--- config.mk ---
export PLATFORM = sky130hd
export DESIGN_NAME = irq_prio_ctrl
export DESIGN_NICKNAME = d
export VERILOG_FILES = /design/src/rtl/irqc_pkg.sv /design/src/rtl/irqc_src_latch.sv /design/src/rtl/irqc_arb.sv /design/src/rtl/irqc_lvl_stack.sv /design/src/rtl/irq_prio_ctrl.sv
export SDC_FILE = /design/constraint.sdc
export NUM_CORES = 1
export LEC_CHECK = 0
export CAP_MARGIN = 40
export CORE_MARGIN = 4
export CORE_UTILIZATION = 35
export DETAILED_ROUTE_END_ITERATION = 12
export PLACE_DENSITY_LB_ADDON = 0.08
export SLEW_MARGIN = 25
export SYNTH_ARGS = -nofsm -noshare
export SYNTH_HDL_FRONTEND = slang
export SYNTH_HIERARCHICAL = 1
export SYNTH_SLANG_ARGS = --single-unit
--- constraint.sdc ---
create_clock -name clk -period 11.1 [get_ports clk]
set_clock_uncertainty 0.15 [all_clocks]
set_input_delay 2.22 -clock clk [delete_from_list [all_inputs] [get_ports clk]]
set_output_delay 2.22 -clock clk [all_outputs]
set_load 0.05 [all_outputs]
--- src/rtl/irqc_pkg.sv ---
package irqc_pkg;
   typedef enum logic {
      MODE_CONC = 1'b0,
      MODE_NEST = 1'b1
   } irq_mode_e;
endpackage

--- src/rtl/irqc_src_latch.sv ---
module irqc_src_latch (
   input  logic clk,
   input  logic rst_n,
   input  logic evt,
   input  logic stat_acc,
   input  logic data_acc,
   output logic pend
);
   logic armed;
   logic clr_done;

   assign clr_done = armed & data_acc;

   always_ff @(posedge clk or negedge rst_n) begin
      if (!rst_n) begin
         pend  <= 1'b0;
         armed <= 1'b0;
      end else begin
         if (clr_done)      pend <= 1'b0;
         else if (evt)      pend <= 1'b1;
         if (clr_done)      armed <= 1'b0;
         else if (stat_acc) armed <= 1'b1;
      end
   end

   // a completed two-step clear always leaves the latch empty
   a_r5_clear_wins: assert property (@(posedge clk) disable iff (!rst_n)
      (armed && data_acc) |=> !pend);
endmodule

--- src/rtl/irqc_arb.sv ---
module irqc_arb #(
   parameter int NSRC  = 5,
   parameter int LVL_W = 2,
   parameter int VEC_W = 3
) (
   input  logic [NSRC-1:0]       cand,
   input  logic [NSRC*LVL_W-1:0] lvls,
   input  logic [LVL_W-1:0]      cur_lvl,
   input  logic                  allow,
   output logic                  req,
   output logic [VEC_W-1:0]      vec,
   output logic [LVL_W-1:0]      lvl
);
   always_comb begin
      logic             found;
      logic [LVL_W-1:0] best;
      logic [LVL_W-1:0] l;
      found = 1'b0;
      best  = '0;
      vec   = '0;
      // walk from highest index down; >= lets the lower index win ties
      for (int i = NSRC - 1; i >= 0; i--) begin
         l = lvls[i*LVL_W +: LVL_W];
         if (cand[i] && l > cur_lvl && (!found || l >= best)) begin
            found = 1'b1;
            best  = l;
            vec   = VEC_W'(i);
         end
      end
      req = found & allow;
      lvl = best;
   end
endmodule

--- src/rtl/irqc_lvl_stack.sv ---
module irqc_lvl_stack #(
   parameter int LVL_W = 2,
   parameter int DEPTH = 4
) (
   input  logic             clk,
   input  logic             rst_n,
   input  logic             push,
   input  logic             pop,
   input  logic [LVL_W-1:0] push_lvl,
   output logic [LVL_W-1:0] top_lvl,
   output logic             empty,
   output logic             ovf
);
   localparam int PW = $clog2(DEPTH + 1);
   localparam int IW = (DEPTH > 1) ? $clog2(DEPTH) : 1;

   logic [LVL_W-1:0] mem [DEPTH];
   logic [PW-1:0]    ptr;
   logic             full;
   logic [IW-1:0]    wr_idx;
   logic [IW-1:0]    rd_idx;

   assign empty   = (ptr == '0);
   assign full    = (ptr == PW'(DEPTH));
   assign wr_idx  = IW'(ptr);
   assign rd_idx  = IW'(ptr - 1'b1);
   assign top_lvl = empty ? '0 : mem[rd_idx];

   always_ff @(posedge clk or negedge rst_n) begin
      if (!rst_n) begin
         ptr <= '0;
         ovf <= 1'b0;
         for (int i = 0; i < DEPTH; i++) mem[i] <= '0;
      end else if (pop && !empty) begin
         ptr <= ptr - 1'b1;
      end else if (push) begin
         if (full) ovf <= 1'b1;
         else begin
            mem[wr_idx] <= push_lvl;
            ptr         <= ptr + 1'b1;
         end
      end
   end

   // pushing a full stack sets the sticky flag
   a_r12_ovf_set: assert property (@(posedge clk) disable iff (!rst_n)
      (push && !pop && full) |=> ovf);
   // the flag never drops once raised
   a_r12_ovf_sticky: assert property (@(posedge clk) disable iff (!rst_n)
      ovf |=> ovf);
endmodule

--- src/rtl/irq_prio_ctrl.sv ---
module irq_prio_ctrl #(
   parameter int NSRC      = 5,
   parameter int LVL_W     = 2,
   parameter int STK_DEPTH = 4,
   localparam int VEC_W    = (NSRC > 1) ? $clog2(NSRC) : 1
) (
   input  logic                  clk,
   input  logic                  rst_n,
   input  logic [NSRC-1:0]       src_evt,
   input  logic [NSRC-1:0]       src_en,
   input  logic [NSRC*LVL_W-1:0] src_lvl,
   input  logic [NSRC-1:0]       src_halt_cap,
   input  logic [NSRC-1:0]       clr_stat,
   input  logic [NSRC-1:0]       clr_data,
   input  logic                  nest_mode,
   input  logic                  halt_mode,
   input  logic                  ack,
   input  logic                  ret,
   output logic                  irq_req,
   output logic [VEC_W-1:0]      irq_vec,
   output logic [LVL_W-1:0]      irq_lvl,
   output logic [LVL_W-1:0]      cur_lvl,
   output logic                  wake_wait,
   output logic                  wake_halt,
   output logic                  stk_ovf
);
   import irqc_pkg::*;

   if (NSRC < 2 || NSRC > 16) begin : g_bad_nsrc
      $error("irq_prio_ctrl: NSRC must lie in 2..16");
   end
   if (LVL_W < 1 || LVL_W > 4) begin : g_bad_lvl
      $error("irq_prio_ctrl: LVL_W must lie in 1..4");
   end
   if (STK_DEPTH < 1 || STK_DEPTH > 64) begin : g_bad_depth
      $error("irq_prio_ctrl: STK_DEPTH must lie in 1..64");
   end

   logic [NSRC-1:0]  pend;
   logic [NSRC-1:0]  live;
   logic [NSRC-1:0]  cand;
   logic             halt_first;
   logic             restrict_q;
   logic             stk_empty;
   logic [LVL_W-1:0] stk_top;
   logic             ack_ok;
   logic             do_pop;
   logic             allow;
   irq_mode_e        mode;

   for (genvar i = 0; i < NSRC; i++) begin : g_src
      irqc_src_latch u_latch (
         .clk      (clk),
         .rst_n    (rst_n),
         .evt      (src_evt[i]),
         .stat_acc (clr_stat[i]),
         .data_acc (clr_data[i]),
         .pend     (pend[i])
      );
   end

   assign mode       = irq_mode_e'(nest_mode);
   assign live       = pend & src_en;
   assign restrict_q = halt_mode | halt_first;
   assign cand       = restrict_q ? (live & src_halt_cap) : live;
   assign allow      = (mode == MODE_NEST) || stk_empty;
   assign wake_wait  = |live;
   assign wake_halt  = |(live & src_halt_cap);
   assign do_pop     = ret && !stk_empty;
   assign ack_ok     = ack && irq_req && !ret;

   irqc_arb #(.NSRC(NSRC), .LVL_W(LVL_W), .VEC_W(VEC_W)) u_arb (
      .cand    (cand),
      .lvls    (src_lvl),
      .cur_lvl (cur_lvl),
      .allow   (allow),
      .req     (irq_req),
      .vec     (irq_vec),
      .lvl     (irq_lvl)
   );

   irqc_lvl_stack #(.LVL_W(LVL_W), .DEPTH(STK_DEPTH)) u_stk (
      .clk      (clk),
      .rst_n    (rst_n),
      .push     (ack_ok),
      .pop      (ret),
      .push_lvl (cur_lvl),
      .top_lvl  (stk_top),
      .empty    (stk_empty),
      .ovf      (stk_ovf)
   );

   always_ff @(posedge clk or negedge rst_n) begin
      if (!rst_n) begin
         cur_lvl    <= '0;
         halt_first <= 1'b0;
      end else begin
         if (do_pop)      cur_lvl <= stk_top;
         else if (ack_ok) cur_lvl <= irq_lvl;
         if (halt_mode)   halt_first <= 1'b1;
         else if (ack_ok) halt_first <= 1'b0;
      end
   end

   // concurrent mode never offers a request while a handler runs
   a_r7_no_preempt: assert property (@(posedge clk) disable iff (!rst_n)
      (!nest_mode && !stk_empty) |-> !irq_req);
   // an accepted acknowledge raises the running level to the winner's
   a_r6_raise: assert property (@(posedge clk) disable iff (!rst_n)
      (ack && irq_req && !ret) |=> (cur_lvl == $past(irq_lvl)));
   // halt wake implies wait wake
   a_r10_halt_subset: assert property (@(posedge clk) disable iff (!rst_n)
      wake_halt |-> wake_wait);
   // the winner is halt-capable during and right after halt
   a_r11_capable_first: assert property (@(posedge clk) disable iff (!rst_n)
      (restrict_q && irq_req) |-> ((src_halt_cap >> irq_vec) & 1) != 0);
   // the request always refers to an enabled pending source above the level
   a_r2_req_valid: assert property (@(posedge clk) disable iff (!rst_n)
      irq_req |-> (((live >> irq_vec) & 1) != 0) && (irq_lvl > cur_lvl));
endmodule

==> results of run 1 <==
[cell usage after synthesis, types with 3 or more instances]
cell       n
mux2i_1    7
mux2_2     7
nor2b_1    6
mux2_4     4
nor2_1    17
nand2_1   18
o21a_1     3
nand4_1    3
ha_1      23
nand2b_1   8
o211a_1    3
o211ai_1   3
and3_1     3
dfrtp_1   25
inv_1     19
a21oi_1   16
nand3_1    7
a22oi_1    3
[logic make-up (layout without fill, tap and decap cells)]
logic type	count (synthesis)	after routing	share of synthesized area, %
xor+xnor	1	1	0.438
buf+inv	22	76	4.63
simple gates	75	75	19.5
compound gates	44	44	17.1
flops	25	25	31.3
mux	20	20	12.7
fa+ha+maj	23	23	14.4
[worst max path at each step]
| stage | start | endpoint | slack, ps | cells past startpoint |
|---|---|---|---|---|
| after floorplan | src_lvl[9] | irq_vec[2] | 900 | 29 |
| after global placement | src_lvl[9] | irq_vec[0] | 510 | 26 |
| after detailed placement | src_lvl[9] | irq_vec[0] | 420 | 28 |
| after CTS | src_lvl[9] | irq_vec[0] | 410 | 29 |
| after global routing | src_lvl[9] | irq_vec[0] | 7 | 29 |
| final | src_lvl[9] | irq_vec[0] | 490 | 29 |
[report_power, final]
group | leakage (nW) | internal [mW] | switching (mW)
Clock | 0.0261 | 0.0264 | 0.0333
Combinational | 0.926 | 0.119 | 0.126
Sequential | 0.304 | 0.117 | 0.0317
Total | 1.26 | 0.262 | 0.191
[state kept, by name, summed over array words and instances, names as in the netlist]
signal,count
cur_lvl,2
g_src.u_latch/armed,5
u_stk/mem,8
u_stk/ptr,3
halt_first,1
u_stk/ovf,1
g_src.u_latch/pend,5
[through the flow]
step	instance area, um2	hold WS (ps)
2_1_floorplan	2000	293
3_3_place_gp	2620	304
3_5_place_dp	2620	309
4_1_cts	2670	324
5_1_grt	2680	340
6_report	2680	320
[layer usage]
metal	GRT usage [%]	routed length, um	vias up
met5	0	0	-
met4	3.07	45	0
met3	2.96	228	4
met2	21.8	2010	50
met1	18.8	2320	786
li1	-	-	858
[worst max-delay path: cells and delay by family]
family | cells | cell delay [ps]
multiplexers | 1 | 360
buffers and inverters | 4 | 1450
adder cells (fa/ha/maj) | 5 | 1250
AND/OR/NAND/NOR | 9 | 1290
AO/OA/AOI/OAI | 10 | 1660
[repair_timing]
| action | CTS | global route |
|---|---|---|
| endpoints found under the setup margin | 0 | 3 |
| resized for setup | 0 | 1 |
| hold endpoints to repair | 0 | 0 |
| hold buffers | 0 | 0 |
[layout make-up]
cell class	count	area, um2	share of cell area, %
clock buffer	3	41.3	1.54
multi-input combinational	163	1290	48.1
timing repair buffer	53	553	20.7
clock inverter	1	8.76	0.327
sequential	25	626	23.4
inverter	19	71.3	2.66
tap	72	90.1	3.36
==> run summary, run 1 <==
Run status -> complete, no violations
Hold path depth -> 1
Vias per inst -> 5.05
Critical path's largest stage delay -> 800 ps
Setup bufs post-CTS -> 0
Clk buf depth -> 2
CP Data Arrival Time -> 8240 ps
Hold EP -> g_src[1].u_latch/pend
Ant diodes -> 0
Core box area -> 5540 um2
Ys flop type -> dfrtp_1
Design Power -> 0.453 mW
Worst Hold Class -> flop to flop
Worst setup EP type -> primary output
Commonest non-fill, non-tap cells in the layout -> clkdlybuf4s50_1, dfrtp_1, ha_1, inv_1, nand2_1
Critical path's slowest cell -> clkdlybuf4s50_1
R2R setup slack -> 4510 ps
Fin cells -> 336
Number of global-route vias before repair -> 1714
DR iter-0 viols -> 63
Max-Cap Viols -> 0
Post-DP HPWL -> 3710 um
Routed length per placed instance -> 13.7 um
Yosys top cell area share -> 31.3%
Post-layout minimum cycle time -> 10610 ps
FF-to-FF Start -> cur_lvl[1]
Die ar. -> 6990 um2
Critical path required time -> 8730 ps
Synth Cell Area -> 2000 um2
Clock buffer count from CTS -> 3
Post-synthesis sequential area ratio -> 31.3%
Area leader, netlist -> dfrtp_1
Slew headroom -> 53.2%
Endpoints failing hold -> 0
Final-layout fill cell count -> 543
Setup violators final -> 0
DIE HEIGHT -> 83.6 um
RSZ-0062 raised after global routing -> no
Kind of critical path -> input port to primary output
Reg-to-reg endpoint -> cur_lvl[1]
Placed cells -> 332
Synth Register Bits -> 25
Nets -> 329
Largest net degree at the start of global routing -> 26
Synth Area per Inst -> 9.53 um2
Later-pin clock latency in the skew report -> 280 ps
Leading cell type in the layout, fill and taps excluded -> clkdlybuf4s50_1
Largest cells by area after synthesis -> dfrtp_1, ha_1, a21oi_1
Clock-pin slew on the worst setup and hold paths -> 100 ps
Global-route wire length before repair -> 7960 um
Area Overhead vs Synth -> 33.8%
Number of remaining DRC errors -> 0
Critical path fanouts, max -> 8
Layout cells sized above 1 -> 13.3%
CTS Sinks -> 25
Initial Utilization -> 36.1%
TritonCTS clock tree -> yes
Final slew viol count -> 0
Final worst setup slack -> 492 ps
FP Rows -> 27
Util after Layout -> 48.3%
Peak VDD IR -> 0.0695 mV
Total track usage -> 13.6%
Setup tns final -> 0 ps
RD Place Congestion -> 0.815
H-tree depth -> 1
Max Clk Rate -> 94.3 MHz
Synth unique cells -> 43
Post-place setup slack -> 424 ps
Total I/O pin count -> 52
Via Count -> 1698
Tcrit/Tclk final -> 95.6%
Die Wd -> 83.6 um
Async set-reset flop share out of synthesis -> 100%
Synth warn -> 6
Total Wirelength -> 4600 um
Post-route ant nets -> 0
Startpoint Class -> input port
Worst slew pin tran -> 700 ps
Pwr/cell area -> 169 nW/um2
GRT overflow -> 0
Post-synth EDFFs -> 0
Cells on worst reg2reg path -> 32
Number of buffers added on ports -> 51
HP Start -> g_src[1].u_latch/armed
Mapped Cells -> 210
Static leakage -> 1.26 nW
Syn_nets -> 274
TritonRoute pass-1 iters -> 4
Antenna violations before repair -> 0
CTS root buf -> clkbuf_8
(Power assumes the default switching activity.)
==> inputs of run 2 (changes only) <==
Settings changed: CORE_ASPECT_RATIO from default to 2.
==> run summary, run 2 (synthesis gave the netlist of run 1 again) <==
Run status -> complete, no violations
Reg area -> 626 um2 (unchanged)
Clock buffer count from CTS -> 3 (unchanged)
DR iter-0 viols -> 32 (-49%)
HP Start -> g_src[3].u_latch/armed
Nets -> 330 (+0.30%)
Final slew viol count -> 0 (unchanged)
Core box area -> 5470 um2 (-1.3%)
Die Wd -> 61.5 um (-26%)
Multi-input logic area -> 1290 um2 (unchanged)
Critical path required time -> 8730 ps (about the same)
Total track usage -> 16.1% (+2.5 points)
Routed length per placed instance -> 16.1 um (+17%)
Hold EP -> g_src[3].u_latch/pend
Total Wirelength -> 5220 um (+13%)
Number of global-route vias before repair -> 1762 (+2.8%)
TritonCTS clock tree -> yes
Leading cell type in the layout, fill and taps excluded -> clkdlybuf4s50_1
GRT overflow -> 0 (unchanged)
Tcrit/Tclk final -> 96.1% (+0.58 points)
Max Clk Rate -> 93.7 MHz (-0.61%)
Number of buffers added on ports -> 51 (unchanged)
Logic pwr share -> 55.3% (+1.2 points)
Via Count -> 1721 (+1.4%)
H-tree depth -> 1 (unchanged)
Endpoints failing hold -> 0 (unchanged)
Flop pwr share -> 32.6% (about the same)
CTS root buf -> clkbuf_8
NetSw -> 0.190 mW (-0.67%)
Clk pwr share -> 12.1% (-1.1 points)
Post-DP HPWL -> 4370 um (+18%)
Worst Hold Class -> flop to flop
Cts hold-fix bufs -> 0 (unchanged)
Vias per inst -> 5.30 (+4.8%)
Final-layout fill cell count -> 538 (-0.92%)
Final worst setup slack -> 428 ps (-64.6 ps)
Total I/O pin count -> 52 (unchanged)
Switching Share -> 42.0% (-0.16 points)
DIE HEIGHT -> 115 um (+37%)
Clk buf depth -> 2 (unchanged)
Worst slew pin tran -> 568 ps (-133 ps)
Hold path depth -> 1 (unchanged)
CP Data Arrival Time -> 8300 ps (+60 ps)
CTS Sinks -> 25 (unchanged)
Initial Utilization -> 36.6% (+0.48 points)
Largest register FFs -> 8 (unchanged)
Reg with most FFs -> u_stk/mem
Internal power -> 0.262 mW (about the same)
Die ar. -> 7070 um2 (+1.0%)
RD Place Congestion -> 0.801 (-1.7%)
Pwr/cell area -> 170 nW/um2 (+0.13%)
Setup violators final -> 0 (unchanged)
Peak VDD IR -> 0.0991 mV (+43%)
TritonRoute pass-1 iters -> 4 (unchanged)
Worst setup EP type -> primary output
Antenna violations before repair -> 0 (unchanged)
Area Overhead vs Synth -> 33.2%
Later-pin clock latency in the skew report -> 270 ps (about the same)
Regs by FF count -> u_stk/mem x8, g_src.u_latch/armed x5, g_src.u_latch/pend x5
Static leakage -> 1.26 nW (+0.38%)
FF-to-FF Start -> cur_lvl[1]
Post-place setup slack -> 411 ps (-13.4 ps)
R2R setup slack -> 4490 ps (-20 ps)
Number of remaining DRC errors -> 0 (unchanged)
Largest net degree at the start of global routing -> 26 (unchanged)
Setup bufs post-CTS -> 0 (unchanged)
Critical path fanouts, max -> 8 (unchanged)
Layout cells sized above 1 -> 13.6% (+0.33 points)
Critical path's largest stage delay -> 810 ps (about the same)
Startpoint Class -> input port
Global-route wire length before repair -> 8450 um (+6.2%)
Cells on worst reg2reg path -> 32 (unchanged)
Setup tns final -> 0 ps (unchanged)
Kind of critical path -> input port to primary output
Post-layout minimum cycle time -> 10670 ps (+64.6 ps)
Max-Cap Viols -> 0 (unchanged)
Commonest non-fill, non-tap cells in the layout -> clkdlybuf4s50_1, dfrtp_1, ha_1, inv_1, nand2_1
Ant diodes -> 0 (unchanged)
Reg-to-reg endpoint -> cur_lvl[0]
Clock-pin slew on the worst setup and hold paths -> 90 ps (about the same)
Slew headroom -> 62.0% (+8.8 points)
Post-route ant nets -> 0 (unchanged)
FP Rows -> 38 (+41%)
Critical path's slowest cell -> clkdlybuf4s50_1
[run 2: power by group through the flow]
stage	clock (mW)	combinational [mW]	sequential, mW
floorplan	0	0.170	0.150
global placement	0	0.248	0.150
detailed placement	0	0.251	0.149
CTS	0.0579	0.253	0.148
global route	0.0612	0.276	0.153
finish	0.0547	0.250	0.147
[run 2: layout make-up]
| class | instances | share of cell area [%] |
|---|---|---|
| Tap cell | 60 | 2.82 |
| Timing Repair Buffer | 54 | 21.0 |
| Clock buffer | 3 | 1.55 |
| Multi-Input combinational cell | 163 | 48.3 |
| Clock inverter | 1 | 0.188 |
| Sequential cell | 25 | 23.5 |
| Inverter | 19 | 2.67 |
[run 2: worst max-delay path, delay by kind of cell]
kind / cells / cell delay (ps)
AO/OA/AOI/OAI: 10 / 1700
adder cells (fa/ha/maj): 5 / 1250
buffers and inverters: 4 / 1450
multiplexers: 1 / 360
AND/OR/NAND/NOR: 9 / 1320
[run 2: layer usage]
metal  vias to the layer above  global-route usage (%)  part of all wire [%]
li1                        861                       -                     -
met1                       821                    17.7                    37
met2                        33                    29.9                    58
met3                         6                    2.47                   3.7
met4                         0                    5.10                   1.5
met5                         -                       0                     0
[run 2: worst max path at each step]
stage	start	endpoint	slack [ps]	cells after the start
4_1_cts	src_lvl[9]	irq_vec[0]	390	29
2_1_floorplan	src_lvl[9]	irq_vec[2]	900	29
5_1_grt	src_lvl[9]	irq_vec[0]	-7	29
3_5_place_dp	src_lvl[9]	irq_vec[0]	410	29
6_report	src_lvl[9]	irq_vec[0]	430	29
3_3_place_gp	src_lvl[9]	irq_vec[0]	480	27
[run 2: timing repair]
item,in CTS,in global routing
endpoints found under the hold margin,0,0
gates resized for setup,0,1
endpoints found under the setup margin,0,2
[run 2: stage by stage]
step / hold WS, ps / utilization [%] / instance area [um2] / std cells / total power [mW]
2_1_floorplan: 293 / - / 2000 / 210 / 0.320
3_3_place_gp: 307 / 47.8 / 2620 / 321 / 0.398
3_5_place_dp: 312 / 47.8 / 2620 / 321 / 0.401
4_1_cts: 327 / 48.7 / 2660 / 325 / 0.459
5_1_grt: 341 / 48.8 / 2670 / 325 / 0.490
6_report: 323 / 48.8 / 2670 / 325 / 0.452
==> inputs of run 3 (changes only) <==
Settings changed: GPL_ROUTABILITY_DRIVEN from default to 0, SYNTH_HIERARCHICAL 1 to default.
==> run summary, run 3 <==
Run status -> complete, no violations
Total track usage -> 15.6% (-0.48 points)
Ys flop type -> dfrtp_1
Number of buffers added on ports -> 51 (unchanged)
Static leakage -> 1.18 nW (-6.1%)
CP Launch Point -> src_lvl[8]
TritonRoute pass-1 iters -> 4 (unchanged)
CP endpoint -> irq_lvl[0]
Critical path required time -> 8730 ps (about the same)
Synth top cells by count -> dfrtp_1, ha_1, inv_1
Design Power -> 0.395 mW (-13%)
Setup tns final -> 0 ps (unchanged)
Initial Utilization -> 36.6% (-0.046 points)
Critical path fanouts, max -> 8 (unchanged)
Cts hold-fix bufs -> 0 (unchanged)
Critical path's largest stage delay -> 530 ps (-280 ps)
R2R setup slack -> 4940 ps (+450 ps)
Post-DP HPWL -> 4480 um (+2.6%)
Syn_nets -> 258 (-5.8%)
Post-synth EDFFs -> 0 (unchanged)
Final worst setup slack -> 525 ps (+97.4 ps)
Regs by FF count -> u_stk.mem x8, g_src.u_latch.armed x5, g_src.u_latch.pend x5
Reg area -> 626 um2 (unchanged)
Routed length per placed instance -> 16.7 um (+4.0%)
FP Rows -> 38 (unchanged)
Yosys top cell area share -> 31.3% (+0.039 points)
Worst setup EP type -> primary output
Top routing layer used -> met4
Pwr/cell area -> 147 nW/um2 (-13%)
Largest register FFs -> 8 (unchanged)
Post-place setup slack -> 240 ps (-171 ps)
Clock buffer count from CTS -> 3 (unchanged)
Synth Area per Inst -> 10.4 um2 (+8.7%)
Post-layout minimum cycle time -> 10570 ps (-97.4 ps)
Worst slew pin tran -> 515 ps (-52.4 ps)
Die Wd -> 61.4 um (about the same)
Global-route wire length before repair -> 8110 um (-4.0%)
Async set-reset flop share out of synthesis -> 100% (unchanged)
Hold path depth -> 1 (unchanged)
Layout cells sized above 1 -> 19.1% (+5.5 points)
TritonCTS clock tree -> yes
GRT overflow -> 0 (unchanged)
Met2 routed wirelength -> 3270 um (+8.0%)
CTS root buf -> clkbuf_8
Post-route ant nets -> 0 (unchanged)
Number of remaining DRC errors -> 0 (unchanged)
Cells on worst reg2reg path -> 29 (-9.4%)
Critical path's slowest cell -> clkdlybuf4s50_1
Synth Cell Area -> 2000 um2 (-0.12%)
Placed cells -> 304 (-5.3%)
Most frequent cell after synthesis -> dfrtp_1
Mapped Cells -> 193 (-8.1%)
Synth warn -> 0 (-6)
Total I/O pin count -> 52 (unchanged)
Critical path depth in cells -> 31 (+6.9%)
Endpoints failing hold -> 0 (unchanged)
Max Clk Rate -> 94.6 MHz (+0.92%)
Area leader, netlist -> dfrtp_1
Commonest non-fill, non-tap cells in the layout -> clkdlybuf4s50_1, dfrtp_1, ha_1, inv_1, nand2_1
Leading cell type in the layout, fill and taps excluded -> clkdlybuf4s50_1
Via Count -> 1635 (-5.0%)
Total Wirelength -> 5190 um (-0.50%)
Peak VDD IR -> 0.130 mV (+31%)
Met3 wire length -> 149 um (-24%)
Ant diodes -> 0 (unchanged)
Clk buf depth -> 2 (unchanged)
Fin cells -> 311 (-4.3%)
Die ar. -> 7060 um2 (-0.11%)
CP bufs+invs -> 3 (-1)
Delay-heaviest family, CP -> compound AO/OA/AOI/OAI gates
Nets -> 317 (-3.9%)
DR iter-0 viols -> 78 (+140%)
CTS Sinks -> 25 (unchanged)
Kind of critical path -> input port to primary output
Met1 Wirelength -> 1720 um (-10%)
CP Data Arrival Time -> 8200 ps (-100 ps)
Core box area -> 5470 um2 (unchanged)
Multi-input logic area -> 1320 um2 (+2.5%)
Synth Register Bits -> 25 (unchanged)
DIE HEIGHT -> 115 um (about the same)
RSZ-0062 raised after global routing -> no
Vias per inst -> 5.26 (-0.72%)
Setup violators final -> 0 (unchanged)
Max-Cap Viols -> 0 (unchanged)
Crit-path most repeated cell -> ha_1
Final slew viol count -> 0 (unchanged)
Final-layout fill cell count -> 533 (-0.93%)
Largest net degree at the start of global routing -> 26 (unchanged)
Startpoint Class -> input port
Post-synthesis sequential area ratio -> 31.3% (+0.039 points)
Reg with most FFs -> u_stk.mem
Reg-to-reg endpoint -> cur_lvl[0]
Clock-pin slew on the worst setup and hold paths -> 90 ps (about the same)
Largest cells by area after synthesis -> dfrtp_1, ha_1, mux2i_1
Number of global-route vias before repair -> 1736 (-1.5%)
Area Overhead vs Synth -> 34.4%
Slew headroom -> 65.5% (+3.5 points)
Worst Hold Class -> flop to flop
FF-to-FF Start -> cur_lvl[1]
Synth unique cells -> 52 (+21%)
H-tree depth -> 1 (unchanged)
Tcrit/Tclk final -> 95.3% (-0.88 points)
Later-pin clock latency in the skew report -> 270 ps (about the same)
Antenna violations before repair -> 0 (unchanged)
-- run 3: logic make-up (layout without fill, tap and decap cells) --
kind of cell / Yosys count / after routing / synth area share (%)
muxes: 16 / 16 / 9.64
xor gates and xnor gates: 2 / 2 / 0.876
adders and majority gates: 24 / 24 / 15.0
buffers and inverters: 18 / 76 / 3.38
and+or+nand+nor: 59 / 59 / 15.4
DFF: 25 / 25 / 31.3
AOI/OAI and AO/OA: 49 / 49 / 24.4
-- run 3: area by class of cell --
class                           count  share of cell area [%]
Clock inverter                      1                   0.279
Tap cell                           60                    2.79
Multi-Input combinational cell    150                    49.1
Sequential cell                    25                    23.3
Timing Repair Buffer               55                    20.6
Clock buffer                        3                    1.54
Inverter                           17                    2.38
-- run 3: metrics by stage --
stage | util [%] | cell area (um2) | hold WS [ps]
2_1_floorplan | - | 2000 | 293
3_3_place_gp | 47.6 | 2600 | 304
3_5_place_dp | 47.6 | 2600 | 307
4_1_cts | 48.5 | 2650 | 322
5_1_grt | 49.1 | 2690 | 341
6_report | 49.1 | 2690 | 321
-- run 3: worst min path at each step --
stage / slack (ps) / startpoint / endpoint
6_report: 320 / g_src[0].u_latch.armed / g_src[0].u_latch.pend
5_1_grt: 340 / g_src[4].u_latch.armed / g_src[4].u_latch.pend
4_1_cts: 320 / g_src[0].u_latch.armed / g_src[0].u_latch.pend
3_5_place_dp: 310 / g_src[0].u_latch.armed / g_src[0].u_latch.pend
3_3_place_gp: 300 / g_src[4].u_latch.armed / g_src[4].u_latch.pend
2_1_floorplan: 290 / g_src[4].u_latch.armed / g_src[4].u_latch.pend
-- run 3: per-layer routing --
metal | vias to the layer above | GRT usage [%]
li1 | 815 | -
met1 | 788 | 14.2
met2 | 28 | 32.8
met3 | 4 | 1.46
met4 | 0 | 4.39
met5 | - | 0
-- run 3: report_power, final --
| part | total, mW | internal (mW) | switching [mW] |
|---|---|---|---|
| sequential | 0.130 | 0.109 | 0.0207 |
| clock | 0.0545 | 0.0254 | 0.0291 |
| combinational | 0.211 | 0.0970 | 0.114 |
-- run 3: repair_timing --
action	in CTS	in global routing
endpoints found under the setup margin	0	5
buffers inserted	0	3
resized for setup	0	4
